==> src/rtl/dlink_pkg.sv <==
// Shared constants and types for the DS3 data link transmit interface.
// Assumes a one-bit register address: config and transmit data only.
package dlink_pkg;
    localparam int unsigned ADDR_W = 1;
    localparam logic [ADDR_W-1:0] ADDR_CFG  = 1'b0;
    localparam logic [ADDR_W-1:0] ADDR_DATA = 1'b1;

    // Config bit positions (software-visible encoding)
    localparam int unsigned CFG_EXT_BIT   = 0;
    localparam int unsigned CFG_HI_BIT    = 1;
    localparam int unsigned CFG_URCLR_BIT = 3;

    typedef struct packed {
        logic act_high;
        logic ext_sel;
    } dl_cfg_t;
endpackage

==> src/rtl/dlink_regs.sv <==
// Register write decode: holds the config bits and turns writes into pulses.
// Assumes DW > CFG_URCLR_BIT so all config bits fit in one write word.
module dlink_regs
    import dlink_pkg::*;
#(
    parameter int unsigned DW = 8
) (
    input  logic              clk,
    input  logic              rst_n,
    input  logic              wr_en,
    input  logic [ADDR_W-1:0] wr_addr,
    input  logic [DW-1:0]     wr_data,
    output dl_cfg_t           cfg_o,
    output logic              data_wr_o,
    output logic              any_wr_o,
    output logic              urun_clr_o,
    output logic [DW-1:0]     byte_o
);
    dl_cfg_t cfg_q;
    logic    cfg_wr;

    // Decode one-cycle write pulses
    always_comb begin
        cfg_wr     = wr_en && (wr_addr == ADDR_CFG);
        data_wr_o  = wr_en && (wr_addr == ADDR_DATA);
        any_wr_o   = wr_en;
        urun_clr_o = cfg_wr && wr_data[CFG_URCLR_BIT];
        byte_o     = wr_data;
    end

    // Config register, reset to internal source with active-low interrupt
    always_ff @(posedge clk) begin
        if (!rst_n) begin
            cfg_q <= '0;
        end else if (cfg_wr) begin
            cfg_q.ext_sel  <= wr_data[CFG_EXT_BIT];
            cfg_q.act_high <= wr_data[CFG_HI_BIT];
        end
    end

    assign cfg_o = cfg_q;
endmodule

==> src/rtl/dlink_clkgen.sv <==
// External-source path: gapped data link clock and serial bit capture.
// Each enabled strobe starts a low phase of LOW_CYC overhead cycles. The pin
// level is retimed on the falling overhead edge. The serial input is taken on
// the first rising edge after the clock rises and goes out at the next strobe.
module dlink_clkgen #(
    parameter int unsigned LOW_CYC = 85
) (
    input  logic clk,
    input  logic rst_n,
    input  logic en,
    input  logic stb,
    input  logic ser_in,
    output logic dl_clk_o,
    output logic req_o,
    output logic bit_o
);
    localparam int unsigned CNT_W = $clog2(LOW_CYC + 1);

    logic [CNT_W-1:0] cnt_q;
    logic             req_q;
    logic             smp_pend_q;
    logic             cap_q;
    logic             bit_q;
    logic             dl_clk_q;

    // Low-phase counter, sample scheduling and slot bit hand-over
    always_ff @(posedge clk) begin
        if (!rst_n) begin
            cnt_q      <= '0;
            req_q      <= 1'b1;
            smp_pend_q <= 1'b0;
            cap_q      <= 1'b1;
            bit_q      <= 1'b1;
        end else begin
            smp_pend_q <= 1'b0;
            if (en && stb) begin
                cnt_q <= CNT_W'(LOW_CYC);
                req_q <= 1'b0;
                bit_q <= cap_q;
            end else if (cnt_q != '0) begin
                cnt_q <= cnt_q - 1'b1;
                if (cnt_q == CNT_W'(1)) begin
                    req_q      <= 1'b1;
                    smp_pend_q <= 1'b1;
                end
            end
            if (smp_pend_q) begin
                cap_q <= ser_in;
            end
        end
    end

    // Retime the clock level onto the falling overhead edge
    always_ff @(negedge clk) begin
        if (!rst_n) begin
            dl_clk_q <= 1'b1;
        end else begin
            dl_clk_q <= req_q;
        end
    end

    assign dl_clk_o = dl_clk_q;
    assign req_o    = req_q;
    assign bit_o    = bit_q;
endmodule

==> src/rtl/dlink_byte_tx.sv <==
// Internal-source path: holding register, LSB-first shift register, refill
// interrupt and sticky underrun. Bytes move to the shift register only at the
// strobe that needs their first bit, so the host has a full byte time to
// refill the holding register.
module dlink_byte_tx #(
    parameter int unsigned DW = 8
) (
    input  logic          clk,
    input  logic          rst_n,
    input  logic          en,
    input  logic          stb,
    input  logic          data_wr,
    input  logic          any_wr,
    input  logic          urun_clr,
    input  logic [DW-1:0] wr_byte,
    output logic          bit_o,
    output logic          irq_o,
    output logic          urun_o,
    output logic          load_o
);
    localparam int unsigned BCW = $clog2(DW + 1);

    logic [DW-1:0]  hold_q;
    logic           hold_full_q;
    logic [DW-1:0]  sh_q;
    logic [BCW-1:0] left_q;
    logic           bit_q;
    logic           irq_q;
    logic           urun_q;
    logic           do_shift;
    logic           do_load;
    logic           do_starve;

    // Classify the current strobe
    always_comb begin
        do_shift  = en && stb && (left_q != '0);
        do_load   = en && stb && (left_q == '0) && hold_full_q;
        do_starve = en && stb && (left_q == '0) && !hold_full_q;
    end

    // Shift register and slot bit
    always_ff @(posedge clk) begin
        if (!rst_n) begin
            sh_q   <= '0;
            left_q <= '0;
            bit_q  <= 1'b1;
        end else if (do_shift) begin
            bit_q  <= sh_q[0];
            sh_q   <= sh_q >> 1;
            left_q <= left_q - 1'b1;
        end else if (do_load) begin
            bit_q  <= hold_q[0];
            sh_q   <= hold_q >> 1;
            left_q <= BCW'(DW - 1);
        end else if (do_starve) begin
            bit_q  <= 1'b1;
        end
    end

    // Holding register fill and drain
    always_ff @(posedge clk) begin
        if (!rst_n) begin
            hold_q      <= '0;
            hold_full_q <= 1'b0;
        end else if (data_wr) begin
            hold_q      <= wr_byte;
            hold_full_q <= 1'b1;
        end else if (do_load) begin
            hold_full_q <= 1'b0;
        end
    end

    // Refill interrupt: set on load, any host write clears it
    always_ff @(posedge clk) begin
        if (!rst_n) begin
            irq_q <= 1'b0;
        end else if (any_wr) begin
            irq_q <= 1'b0;
        end else if (do_load) begin
            irq_q <= 1'b1;
        end
    end

    // Sticky underrun flag
    always_ff @(posedge clk) begin
        if (!rst_n) begin
            urun_q <= 1'b0;
        end else if (do_starve) begin
            urun_q <= 1'b1;
        end else if (urun_clr) begin
            urun_q <= 1'b0;
        end
    end

    assign bit_o  = bit_q;
    assign irq_o  = irq_q;
    assign urun_o = urun_q;
    assign load_o = do_load;
endmodule

==> src/rtl/dlink_tx_if.sv <==
// Top of the DS3 data link transmit interface. Selects the bit source and
// drives the shared pin as either the gapped data link clock or the refill
// interrupt with programmable polarity. Assumes slot_stb is a one-cycle pulse
// with at least LOW_CYC+2 cycles between pulses.
module dlink_tx_if
    import dlink_pkg::*;
#(
    parameter int unsigned DW      = 8,
    parameter int unsigned LOW_CYC = 85
) (
    input  logic              clk,
    input  logic              rst_n,
    input  logic              slot_stb,
    input  logic              wr_en,
    input  logic [ADDR_W-1:0] wr_addr,
    input  logic [DW-1:0]     wr_data,
    input  logic              ext_ser_in,
    output logic              dl_bit,
    output logic              dl_pin_val,
    output logic              dl_pin_oe,
    output logic              urun_flag
);
    dl_cfg_t       cfg_w;
    logic          data_wr_w;
    logic          any_wr_w;
    logic          urun_clr_w;
    logic [DW-1:0] byte_w;
    logic          ext_sel_w;
    logic          act_high_w;
    logic          dl_clk_w;
    logic          clk_req_w;
    logic          ext_bit_w;
    logic          int_bit_w;
    logic          irq_w;
    logic          urun_w;
    logic          int_load_w;

    dlink_regs #(.DW(DW)) regs_i (
        .clk        (clk),
        .rst_n      (rst_n),
        .wr_en      (wr_en),
        .wr_addr    (wr_addr),
        .wr_data    (wr_data),
        .cfg_o      (cfg_w),
        .data_wr_o  (data_wr_w),
        .any_wr_o   (any_wr_w),
        .urun_clr_o (urun_clr_w),
        .byte_o     (byte_w)
    );

    assign ext_sel_w  = cfg_w.ext_sel;
    assign act_high_w = cfg_w.act_high;

    dlink_clkgen #(.LOW_CYC(LOW_CYC)) clkgen_i (
        .clk      (clk),
        .rst_n    (rst_n),
        .en       (ext_sel_w),
        .stb      (slot_stb),
        .ser_in   (ext_ser_in),
        .dl_clk_o (dl_clk_w),
        .req_o    (clk_req_w),
        .bit_o    (ext_bit_w)
    );

    dlink_byte_tx #(.DW(DW)) byte_tx_i (
        .clk      (clk),
        .rst_n    (rst_n),
        .en       (!ext_sel_w),
        .stb      (slot_stb),
        .data_wr  (data_wr_w),
        .any_wr   (any_wr_w),
        .urun_clr (urun_clr_w),
        .wr_byte  (byte_w),
        .bit_o    (int_bit_w),
        .irq_o    (irq_w),
        .urun_o   (urun_w),
        .load_o   (int_load_w)
    );

    // Source select and shared pin drive
    always_comb begin
        dl_bit = ext_sel_w ? ext_bit_w : int_bit_w;
        if (ext_sel_w) begin
            dl_pin_oe  = 1'b1;
            dl_pin_val = dl_clk_w;
        end else if (act_high_w) begin
            dl_pin_oe  = 1'b1;
            dl_pin_val = irq_w;
        end else begin
            dl_pin_oe  = irq_w;
            dl_pin_val = 1'b0;
        end
    end

    assign urun_flag = urun_w;
endmodule

==> config.mk <==
export PLATFORM = sky130hd
export DESIGN_NAME = dlink_tx_if
export DESIGN_NICKNAME = d
export VERILOG_FILES = /design/src/rtl/dlink_pkg.sv /design/src/rtl/dlink_regs.sv /design/src/rtl/dlink_clkgen.sv /design/src/rtl/dlink_byte_tx.sv /design/src/rtl/dlink_tx_if.sv
export SDC_FILE = /design/constraint.sdc
export NUM_CORES = 1
export LEC_CHECK = 0
export BUFFER_PORTS_ARGS = -buffer_cell sky130_fd_sc_hd__buf_2
export CAP_MARGIN = 20
export CORE_MARGIN = 5
export CORE_UTILIZATION = 55
export CTS_BUF_LIST = sky130_fd_sc_hd__clkbuf_4 sky130_fd_sc_hd__clkbuf_8
export CTS_CLUSTER_DIAMETER = 80
export CTS_CLUSTER_SIZE = 24
export DETAILED_ROUTE_END_ITERATION = 10
export PLACE_DENSITY = 0.76
export SLEW_MARGIN = 20
export SYNTH_ARGS = -nofsm -noshare
export SYNTH_HDL_FRONTEND = slang
export SYNTH_SLANG_ARGS = --single-unit
==> constraint.sdc <==
create_clock -name clk -period 2.1 [get_ports clk]
set_input_delay 0.105 -clock clk [delete_from_list [all_inputs] [get_ports clk]]
set_output_delay 0.105 -clock clk [all_outputs]
set_load 0.02 [all_outputs]
==> run_results.csv, run 1 <==
group,metric,value,unit
layout,postLayoutCoreUtil,66.1,%
global_route,grt-ovfl-total,0,
logic_synthesis,postSynthCellCount,181,
sta,timing.final.ws_setup,-0.0111,ns
setup_path,critPathLaunch,"clkgen_i.dl_clk_o",
logic_synthesis,netlist.area_leader.share,45.7,%
floorplan,effective_utilization_at_floorplan,58.2,%
power_and_ir_drop,power_per_cell_area,1060,mW/mm2
logic_synthesis,syn_nets,199,
drt,drc,0,
power_and_ir_drop,pwr_total,1.95,mW
global_route,grt_max_degree,22,
run_status,failed_checks,"setup timing",
drt,vias_per_cell,5.90,
setup_path,crit_reg_reg_startpoint,"clkgen_i.cnt_q[0]",
logic_synthesis,yosys.cell_count.top_type,"sky130_fd_sc_hd__dfxtp_1",
logic_synthesis,ys_dominant_reg_cell,"sky130_fd_sc_hd__dfxtp_1",
run_status,run_status,"finished, violations left",
global_route,grt_pass1_vias,1285,
logic_synthesis,number_of_unique_standard_cell_types_used_by_synthesis,38,
logic_synthesis,synth_common_cells,"sky130_fd_sc_hd__dfxtp_1, sky130_fd_sc_hd__nand2_1, sky130_fd_sc_hd__a21oi_1",
drt,wirelength,3.43,mm
clock_tree,cts_post_setup_buffers_inserted,0,
logic_synthesis,mappedNetlistArea,0.00162,mm2
floorplan,chipHeight,64.3,um
setup_path,critical_path.max_stage_delay,0.30,ns
drt,drtAntennaViolNets,0,
power_and_ir_drop,irDropWorstVdd,1040,uV
sta,skew,0.0453,ns
place,port_buffers,17,
worst_hold_path,worst_hold_startpoint,"wr_data[3]",
layout,fillerInstances,237,
clock_tree,cts.htree.levels,2,
logic_synthesis,synth_warn,0,
drt,drt_pass1_iterations,4,
floorplan,std_cell_rows,19,
global_route,grtUsageTotal,17.6,%
drt,detailroute.via_count,1387,
logic_synthesis,synth_enable_flop_cells,0,
layout,post_layout_nonfiller_instances,235,
place,routability_congestion_estimate_from_global_placement,0.763,
global_route,wire_length_of_the_first_global_routing_pass,5.92,mm
sta,slew_headroom,56.7,%
drt,drt-initial-drc-count,72,
layout,area_delta_synth_final,13.6,%
sta,rsz0062_at_grt,"true",
clock_tree,worst_skew_pair.late_latency,0.38,ns
logic_synthesis,yosysSeqAreaShare,45.7,%
setup_path,crit_path_capture_type,"output pin",
clock_tree,ctsLongestPathBuffers,2,
floorplan,area_enclosed_by_the_die_boundary,0.00413,mm2
logic_synthesis,synth-seq-cells,37,
clock_tree,clockRootBuffer,"sky130_fd_sc_hd__clkbuf_4",
place,placedCellCount,221,
setup_path,required,2.00,ns
worst_hold_path,worstHoldPathType,"in -> reg",
logic_synthesis,synthArstFlopShare,0,%
place,dp_hpwl,2.47,mm
clock_tree,numCtsBuffers,5,
power_and_ir_drop,p_leak,0.745,nW
setup_path,worst_setup_path_start_kind,"flip-flop",
setup_path,timing.setup.critical_path_class,"reg -> out",
layout,multiInputGateArea,800,um2
layout,fin_nets,221,
clock_tree,tritoncts,"done",
setup_path,critical_path.slowest_cell,"sky130_fd_sc_hd__dfxtp_1",
logic_synthesis,syn_avg_cell_area,8.95,um2
layout,seqCellArea,741,um2
setup_path,worst_ep_arrival_time,2.01,ns
logic_synthesis,synth_top_cell_by_area,"sky130_fd_sc_hd__dfxtp_1",
logic_synthesis,cell_types_occupying_the_most_area_after_synthesis,"sky130_fd_sc_hd__dfxtp_1, sky130_fd_sc_hd__nand2_1, sky130_fd_sc_hd__o221a_2, sky130_fd_sc_hd__a21oi_1, sky130_fd_sc_hd__nand3_1",
sta,setup_violations,1,
job,drv.max_cap_violation_count,0,
layout,antennaDiodeCount,0,
layout,layout-drive-gt1-share,17.2,%
global_route,grt_antenna_before_repair,0,
drt,detail_route.wl_per_cell,14.6,um
clock_tree,clock_transition_at_the_registers_of_the_reported_paths,0.11,ns
floorplan,coreArea,0.00278,mm2
sta,tightest_slew,0.649,ns
clock_tree,clkSinkCount,37,
setup_path,worstPathCellList,"nand2_1 > o21ai_1 > buf_4",
sta,slew_viol_final,0,
place,place_worst_setup_slack,0.290,ns
setup_path,critPathMaxFanout,1,
floorplan,ios,18,
floorplan,chipWidth,64.3,um
sta,number_of_hold_slack_violations_in_the_final_timing_report,0,
[worst paths after layout]
kind | endpoint | slack (ns) | depth (start not counted)
setup / recovery | dl_pin_val | -0.01 | 3
hold / removal | byte_tx_i.hold_q[3] | 0.01 | 3
setup reg to reg | clkgen_i.cnt_q[6] | 0.27 | 5
hold reg to reg | byte_tx_i.hold_q[5] | 0.47 | 2
[layer usage]
| metal | GRT usage, % | share of wire [%] | vias to the layer above |
|---|---|---|---|
| met5 | 0 | 0 | - |
| met4 | 5.85 | 1.6 | 0 |
| met3 | 4.90 | 4.6 | 7 |
| met2 | 25.6 | 42 | 37 |
| met1 | 25.0 | 52 | 637 |
| li1 | - | - | 706 |
[worst max-delay path, delay by kind of cell, from the launching register on]
family / cells / cell delay, ns
DFF: 1 / 0.30
and+or+nand+nor: 1 / 0.04
AOI/OAI and AO/OA: 1 / 0.08
buffers and inverters: 1 / 0.15
[stage by stage]
stage	hold WS (ns)	setup TNS [ns]	instance area (um2)
detailed placement	0.335	0	1720
CTS	0.00605	-0.0243	1830
floorplan	0.233	0	1620
global route	0.00790	-0.0956	1840
global placement	0.322	0	1720
finish	0.0104	-0.0111	1840
[placed cells by master, fill, tap and decap left out, drive strengths merged, types with 6 or more instances in the layout]
cell type and n:
inv 10, o221a 6, dfxtp 37, dlygate4sd3 6, buf 19, nor3 6
clkbuf 6, o21ai 7, a21oi 13, o31a 6, nor2 6, nand3 12
nand2 19
[kinds of logic after synthesis]
logic type | synth area share (%)
AND/OR/NAND/NOR | 21.4
AO/OA/AOI/OAI | 21.8
flip-flops | 45.7
buffers and inverters | 4.87
multiplexers | 2.55
adder cells (fa/ha/maj) | 3.09
XOR/XNOR | 0.541
[where the power goes]
part | switching [mW] | internal (mW) | total, mW
logic | 0.349 | 0.286 | 0.635
registers | 0.108 | 0.813 | 0.921
clock network | 0.233 | 0.160 | 0.393
[layout make-up]
cell class | count | area share, %
clock inverters | 3 | 0.680
inverters | 9 | 1.84
clock buffers | 6 | 2.79
repair buffers | 25 | 8.84
flip-flops and latches | 37 | 40.3
well taps | 31 | 2.11
multi-input cells | 124 | 43.5
[flip-flops by register name, summed over array words and instances (netlist names)]
| register | flops |
|---|---|
| clkgen_i.smp_pend_q | 1 |
| byte_tx_i.sh_q | 7 |
| clkgen_i.bit_o | 1 |
| byte_tx_i.irq_o | 1 |
| byte_tx_i.left_q | 4 |
| clkgen_i.cnt_q | 7 |
| regs_i.cfg_o | 2 |
| byte_tx_i.hold_q | 8 |
| clkgen_i.dl_clk_o | 1 |
| byte_tx_i.urun_o | 1 |
| byte_tx_i.bit_o | 1 |
| byte_tx_i.hold_full_q | 1 |
| clkgen_i.req_o | 1 |
| clkgen_i.cap_q | 1 |
[what timing repair did]
item                                    in CTS  in global routing
endpoints found under the setup margin       1                  1
cloned                                       0                  0
hold buffers                                 5                  1
endpoints found under the hold margin        5                  1
resized for setup                            2                  0
Note: power is estimated with default switching activity, not from simulation.
==> run 2, diff against run 1 <==
BUFFER_PORTS_ARGS = -buffer_cell sky130_fd_sc_hd__clkbuf_2   (was -buffer_cell sky130_fd_sc_hd__buf_2)
==> run 2 against run 1 <==
The flow still finishes with violations (setup timing). Critical path depth stayed put. Wire length is 2.0% higher. Utilization is 0.49 points higher. Highest routed layer unchanged. Power is 0.38% lower. First-iteration DRC count is 43% higher. Largest power group unchanged. Combinational power is 2% lower. Non-clock buffer count is 1 higher. Cell count is 0.43% higher. Clock skew is 0.00059 ns lower.
==> run_results.csv, run 2 (synthesized netlist as in run 1, its figures left out) <==
group,metric,value,unit
run_status,failed_checks,"setup timing",
power_and_ir_drop,power_switching,0.690,mW
setup_path,required,2.00,ns
power_and_ir_drop,internal_power,1.25,mW
sta,slew_viol_final,0,
power_and_ir_drop,power_per_cell_area,1050,mW/mm2
power_and_ir_drop,power.share.switching,35.6,%
sta,slew_headroom,59.1,%
clock_tree,numCtsBuffers,5,
drt,drtAntennaViolNets,0,
sta,tightest_slew,0.613,ns
setup_path,worstSetupEndpoint,"dl_pin_val",
power_and_ir_drop,pwr-share-seq,47.3,%
layout,fillerInstances,230,
clock_tree,clock_transition_at_the_registers_of_the_reported_paths,0.11,ns
power_and_ir_drop,clkPwrFrac,20.6,%
setup_path,crit_path_capture_type,"output pin",
global_route,wire_length_of_the_first_global_routing_pass,5.80,mm
setup_path,critPathMaxFanout,1,
layout,largest_reg_flops,8,
job,drv.max_cap_violation_count,0,
sta,rsz0062_at_grt,"true",
drt,detail_route.wl_per_cell,14.8,um
global_route,grt-ovfl-total,0,
setup_path,worst_ep_arrival_time,2.04,ns
global_route,grt_antenna_before_repair,0,
floorplan,effective_utilization_at_floorplan,58.2,%
worst_hold_path,worstHoldPathType,"in -> reg",
floorplan,coreArea,0.00278,mm2
floorplan,std_cell_rows,19,
global_route,grt_pass1_vias,1290,
place,place_worst_setup_slack,0.275,ns
setup_path,timing.setup.critical_path_class,"reg -> out",
setup_path,critPathLaunch,"clkgen_i.dl_clk_o",
drt,drt_pass1_iterations,4,
place,port_buffers,17,
layout,layout_top_registers,"byte_tx_i.hold_q: 8 flops, byte_tx_i.sh_q: 7 flops, clkgen_i.cnt_q: 7 flops",
clock_tree,clockRootBuffer,"sky130_fd_sc_hd__clkbuf_4",
global_route,grt_max_degree,22,
clock_tree,worst_skew_pair.late_latency,0.38,ns
drt,vias_per_cell,5.88,
setup_path,worstReg2RegEnd,"byte_tx_i.sh_q[0]",
layout,fin_nets,222,
drt,drt-initial-drc-count,103,
place,placedCellCount,220,
layout,seqCellArea,742,um2
floorplan,chipWidth,64.3,um
layout,multiInputGateArea,800,um2
layout,max_flop_register,"byte_tx_i.hold_q",
layout,area_delta_synth_final,14.5,%
drt,detailroute.via_count,1388,
sta,timing.setup.tns,-0.0458,ns
clock_tree,tritoncts,"done",
sta,setup_violations,1,
setup_path,ff2ff_setup_slack,0.25,ns
layout,layout_commonest_cell,"sky130_fd_sc_hd__dfxtp_1",
floorplan,ios,18,
sta,number_of_hold_slack_violations_in_the_final_timing_report,0,
floorplan,chipHeight,64.3,um
setup_path,worst_setup_path_start_kind,"flip-flop",
clock_tree,clkSinkCount,37,
power_and_ir_drop,irDropWorstVdd,936,uV
place,routability_congestion_estimate_from_global_placement,0.797,
clock_tree,ctsLongestPathBuffers,2,
drt,drc,0,
floorplan,area_enclosed_by_the_die_boundary,0.00413,mm2
layout,post_layout_nonfiller_instances,236,
global_route,grtUsageTotal,17.7,%
layout,finish.instance_area,0.00185,mm2
layout,layout-drive-gt1-share,17.1,%
layout,antennaDiodeCount,0,
setup_path,crit_reg_reg_startpoint,"byte_tx_i.left_q[0]",
layout,most-common-layout-cells,"sky130_fd_sc_hd__dfxtp_1, sky130_fd_sc_hd__nand2_1, sky130_fd_sc_hd__clkbuf_2, sky130_fd_sc_hd__a21oi_1, sky130_fd_sc_hd__nand3_1",
power_and_ir_drop,p_leak,0.751,nW
sta,timing.final.ws_setup,-0.0458,ns
setup_path,reg2reg_depth,5,
clock_tree,cts.htree.levels,2,
place,detailed_place.area,0.00171,mm2
sta,skew,0.0447,ns
place,dp_hpwl,2.39,mm
clock_tree,cts_post_setup_buffers_inserted,0,
run_status,run_status,"finished, violations left",
drt,wirelength,3.50,mm
power_and_ir_drop,combinationalPowerShare,32.1,%
-- run 2: cell types whose count changed in the layout (fill, tap and decap cells not counted), sizes merged --
cell,previous run,this run
dlygate4sd3,6,8
buf,19,2
clkbuf,6,22
-- run 2: worst max-delay path, stage by stage (launching register included) --
cell,delay (ns)
sky130_fd_sc_hd__dfxtp_2,0.31
sky130_fd_sc_hd__nand2_1,0.04
sky130_fd_sc_hd__o21ai_1,0.09
sky130_fd_sc_hd__buf_4,0.16
-- run 2: worst min-delay path by stage --
| stage | slack [ns] | endpoint | startpoint | depth (start not counted) |
|---|---|---|---|---|
| 2_1_floorplan | 0.23 | clkgen_i.cap_q | ext_ser_in | 2 |
| 3_3_place_gp | 0.33 | clkgen_i.cap_q | ext_ser_in | 3 |
| 3_5_place_dp | 0.33 | clkgen_i.cap_q | ext_ser_in | 3 |
| 4_1_cts | 0.0005 | byte_tx_i.hold_q[0] | wr_data[0] | 3 |
| 5_1_grt | 0.01 | byte_tx_i.hold_q[0] | wr_data[0] | 3 |
| 6_report | 0.007 | byte_tx_i.hold_q[0] | wr_data[0] | 3 |
-- run 2: cell type report --
cell class / instances / share of cell area [%]
multi-input combinational: 124 / 43.1
sequential: 37 / 40.0
timing repair buffer: 26 / 9.45
clock buffer: 6 / 2.77
tap: 31 / 2.09
inverter: 9 / 1.82
clock inverter: 3 / 0.675
-- run 2: layer usage --
layer,share of wire [%],global-route usage [%],vias to the layer above
met5,0,0,-
met4,1.7,9.41,0
met3,5.1,5.08,7
met2,45,26.9,31
met1,49,22.6,640
li1,-,-,710
-- run 2: power groups by stage --
stage                     Combinational (mW)  Clock (mW)  Sequential [mW]
after global routing                   0.698       0.446            0.939
after floorplan                        0.497     0.00596            0.905
after CTS                              0.619       0.401            0.916
final                                  0.623       0.400            0.919
after detailed placement               0.599     0.00596            0.929
after global placement                 0.572     0.00596            0.925
-- run 2: through the flow --
step / power, mW / util (%) / hold slack (ns)
CTS: 1.94 / 66.6 / 0.000464
global placement: 1.50 / 61.4 / 0.326
finish: 1.94 / 66.6 / 0.00654
floorplan: 1.41 / - / 0.233
global route: 2.08 / 66.6 / 0.0113
detailed placement: 1.53 / 61.4 / 0.329
-- run 2: repair_timing --
action / in CTS / in global routing
resized for setup: 2 / 2
endpoints found under the hold margin: 8 / 0
hold buffers: 8 / 0
setup endpoints to repair: 1 / 1
==> run 3, diff against run 2 <==
SKIP_CTS_REPAIR_TIMING = 1   (was unset)
==> run 3 against run 2 <==
The flow still finishes with violations (setup timing). Worst setup slack worse by 0.0042 ns. Critical path depth unchanged. Non-clock buffer count unchanged. Clock power down 2%. Die area unchanged. Register-to-register slack about the same. Final area unchanged. Global-route usage down 0.86 points. Sequential cell count unchanged. Sequential share of layout area unchanged. Hold slack better by 0.0055 ns. Wire length down 0.83%. Critical path type unchanged.
==> run_results.csv, run 3 (synthesized netlist as in run 1, its figures left out) <==
group,metric,value,unit
layout,finish.instance_area,0.00185,mm2
power_and_ir_drop,irDropWorstVdd,936,uV
layout,layout_top_registers,"byte_tx_i.hold_q: 8 flops, byte_tx_i.sh_q: 7 flops, clkgen_i.cnt_q: 7 flops",
run_status,run_status,"finished, violations left",
drt,drtAntennaViolNets,0,
power_and_ir_drop,p_leak,0.751,nW
layout,layout-drive-gt1-share,17.1,%
setup_path,worstReg2RegEnd,"byte_tx_i.sh_q[0]",
floorplan,ios,18,
place,port_buffers,17,
clock_tree,clkSinkCount,37,
floorplan,effective_utilization_at_floorplan,58.2,%
power_and_ir_drop,pwr-share-seq,47.4,%
drt,vias_per_cell,5.97,
setup_path,worst_setup_path_start_kind,"flip-flop",
global_route,wire_length_of_the_first_global_routing_pass,5.51,mm
power_and_ir_drop,combinationalPowerShare,32.3,%
floorplan,coreArea,0.00278,mm2
layout,layout_commonest_cell,"sky130_fd_sc_hd__dfxtp_1",
layout,area_delta_synth_final,14.5,%
sta,number_of_hold_slack_violations_in_the_final_timing_report,0,
setup_path,reg2reg_depth,5,
layout,fin_nets,222,
setup_path,required,2.00,ns
clock_tree,cts.htree.levels,2,
layout,largest_reg_flops,8,
setup_path,ff2ff_setup_slack,0.25,ns
clock_tree,ctsLongestPathBuffers,2,
setup_path,crit_path_capture_type,"output pin",
place,dp_hpwl,2.39,mm
job,drv.max_cap_violation_count,0,
power_and_ir_drop,pwr_total,1.94,mW
power_and_ir_drop,power.share.switching,35.4,%
global_route,grt-ovfl-total,0,
layout,fillerInstances,230,
power_and_ir_drop,clkPwrFrac,20.3,%
worst_hold_path,worst_hold_startpoint,"wr_data[0]",
drt,drc,0,
global_route,grtUsageTotal,16.9,%
drt,detailroute.via_count,1408,
worst_hold_path,min_to,"byte_tx_i.hold_q[0]",
setup_path,crit_reg_reg_startpoint,"byte_tx_i.left_q[0]",
clock_tree,clock_transition_at_the_registers_of_the_reported_paths,0.11,ns
setup_path,timing.setup.critical_path_class,"reg -> out",
sta,skew,0.0445,ns
place,detailed_place.area,0.00171,mm2
clock_tree,numCtsBuffers,5,
sta,slew_viol_final,0,
layout,most-common-layout-cells,"sky130_fd_sc_hd__dfxtp_1, sky130_fd_sc_hd__nand2_1, sky130_fd_sc_hd__clkbuf_2, sky130_fd_sc_hd__a21oi_1, sky130_fd_sc_hd__nand3_1",
drt,wirelength,3.47,mm
layout,postLayoutCoreUtil,66.6,%
sta,tightest_slew,0.634,ns
floorplan,area_enclosed_by_the_die_boundary,0.00413,mm2
worst_hold_path,timing.hold.worst_path_depth,3,
setup_path,critPathMaxFanout,1,
sta,rsz0062_at_grt,"true",
sta,setup_violations,1,
power_and_ir_drop,internal_power,1.25,mW
layout,max_flop_register,"byte_tx_i.hold_q",
layout,antennaDiodeCount,0,
sta,timing.final.ws_setup,-0.0500,ns
sta,slew_headroom,57.4,%
place,routability_congestion_estimate_from_global_placement,0.797,
run_status,failed_checks,"setup timing",
clock_tree,tritoncts,"done",
global_route,grt_pass1_vias,1252,
clock_tree,clockRootBuffer,"sky130_fd_sc_hd__clkbuf_4",
drt,drt_pass1_iterations,4,
clock_tree,worst_skew_pair.late_latency,0.38,ns
power_and_ir_drop,power_per_cell_area,1040,mW/mm2
floorplan,chipHeight,64.3,um
global_route,grt_max_degree,22,
floorplan,chipWidth,64.3,um
worst_hold_path,worstHoldPathType,"in -> reg",
setup_path,worst_ep_arrival_time,2.05,ns
global_route,grt_antenna_before_repair,0,
drt,drt-initial-drc-count,105,
power_and_ir_drop,power_switching,0.686,mW
drt,detail_route.wl_per_cell,14.7,um
floorplan,std_cell_rows,19,
layout,seqCellArea,742,um2
layout,multiInputGateArea,800,um2
==> run 3: cell counts in the layout (fill, tap and decap cells not counted) <==
No cell type changed its count.
==> run 3: metrics by stage <==
step	worst slack [ns]	TNS (ns)	hold slack [ns]	cells
final	-0.0500	-0.0500	0.0120	236
after global routing	-0.125	-0.125	0.0129	236
after CTS	-0.0941	-0.0941	-0.0312	228
after detailed placement	0.275	0	0.329	220
after global placement	0.347	0	0.326	220
after floorplan	0.390	0	0.233	181
==> run 3: power groups by stage <==
| stage | combinational, mW | sequential [mW] | clock [mW] |
|---|---|---|---|
| after floorplan | 0.497 | 0.905 | 0.00596 |
| after global placement | 0.572 | 0.925 | 0.00596 |
| after detailed placement | 0.599 | 0.929 | 0.00596 |
| after CTS | 0.607 | 0.915 | 0.401 |
| after global routing | 0.698 | 0.939 | 0.445 |
| final | 0.625 | 0.918 | 0.393 |
==> run 3: routing by layer <==
metal | track usage [%] | share of wire [%] | vias up
met1 | 22.2 | 48 | 649
met4 | 9.92 | 3.0 | 0
met2 | 24.3 | 43 | 36
met5 | 0 | 0 | -
met3 | 4.90 | 5.4 | 14
li1 | - | - | 709
==> run 3: final cells by class <==
type / count / area share (%)
inverters: 9 / 1.82
clock buffers: 6 / 2.77
flip-flops and latches: 37 / 40.0
well taps: 31 / 2.09
repair buffers: 26 / 9.45
clock inverters: 3 / 0.675
multi-input cells: 124 / 43.1
==> run 3: worst max path at each step <==
stage / from / to / slack (ns) / depth (start not counted)
2_1_floorplan: clkgen_i.dl_clk_o / dl_pin_val / 0.39 / 2
3_3_place_gp: clkgen_i.cnt_q[0] / clkgen_i.cnt_q[6] / 0.35 / 5
3_5_place_dp: byte_tx_i.left_q[0] / byte_tx_i.sh_q[5] / 0.28 / 5
4_1_cts: clkgen_i.dl_clk_o / dl_pin_val / -0.09 / 3
5_1_grt: clkgen_i.dl_clk_o / dl_pin_val / -0.12 / 3
6_report: clkgen_i.dl_clk_o / dl_pin_val / -0.05 / 3
==> run 3: critical path, stage by stage, from the launching register on <==
cell	delay, ns
sky130_fd_sc_hd__dfxtp_2	0.31
sky130_fd_sc_hd__nand2_1	0.04
sky130_fd_sc_hd__o21ai_1	0.10
sky130_fd_sc_hd__buf_4	0.16
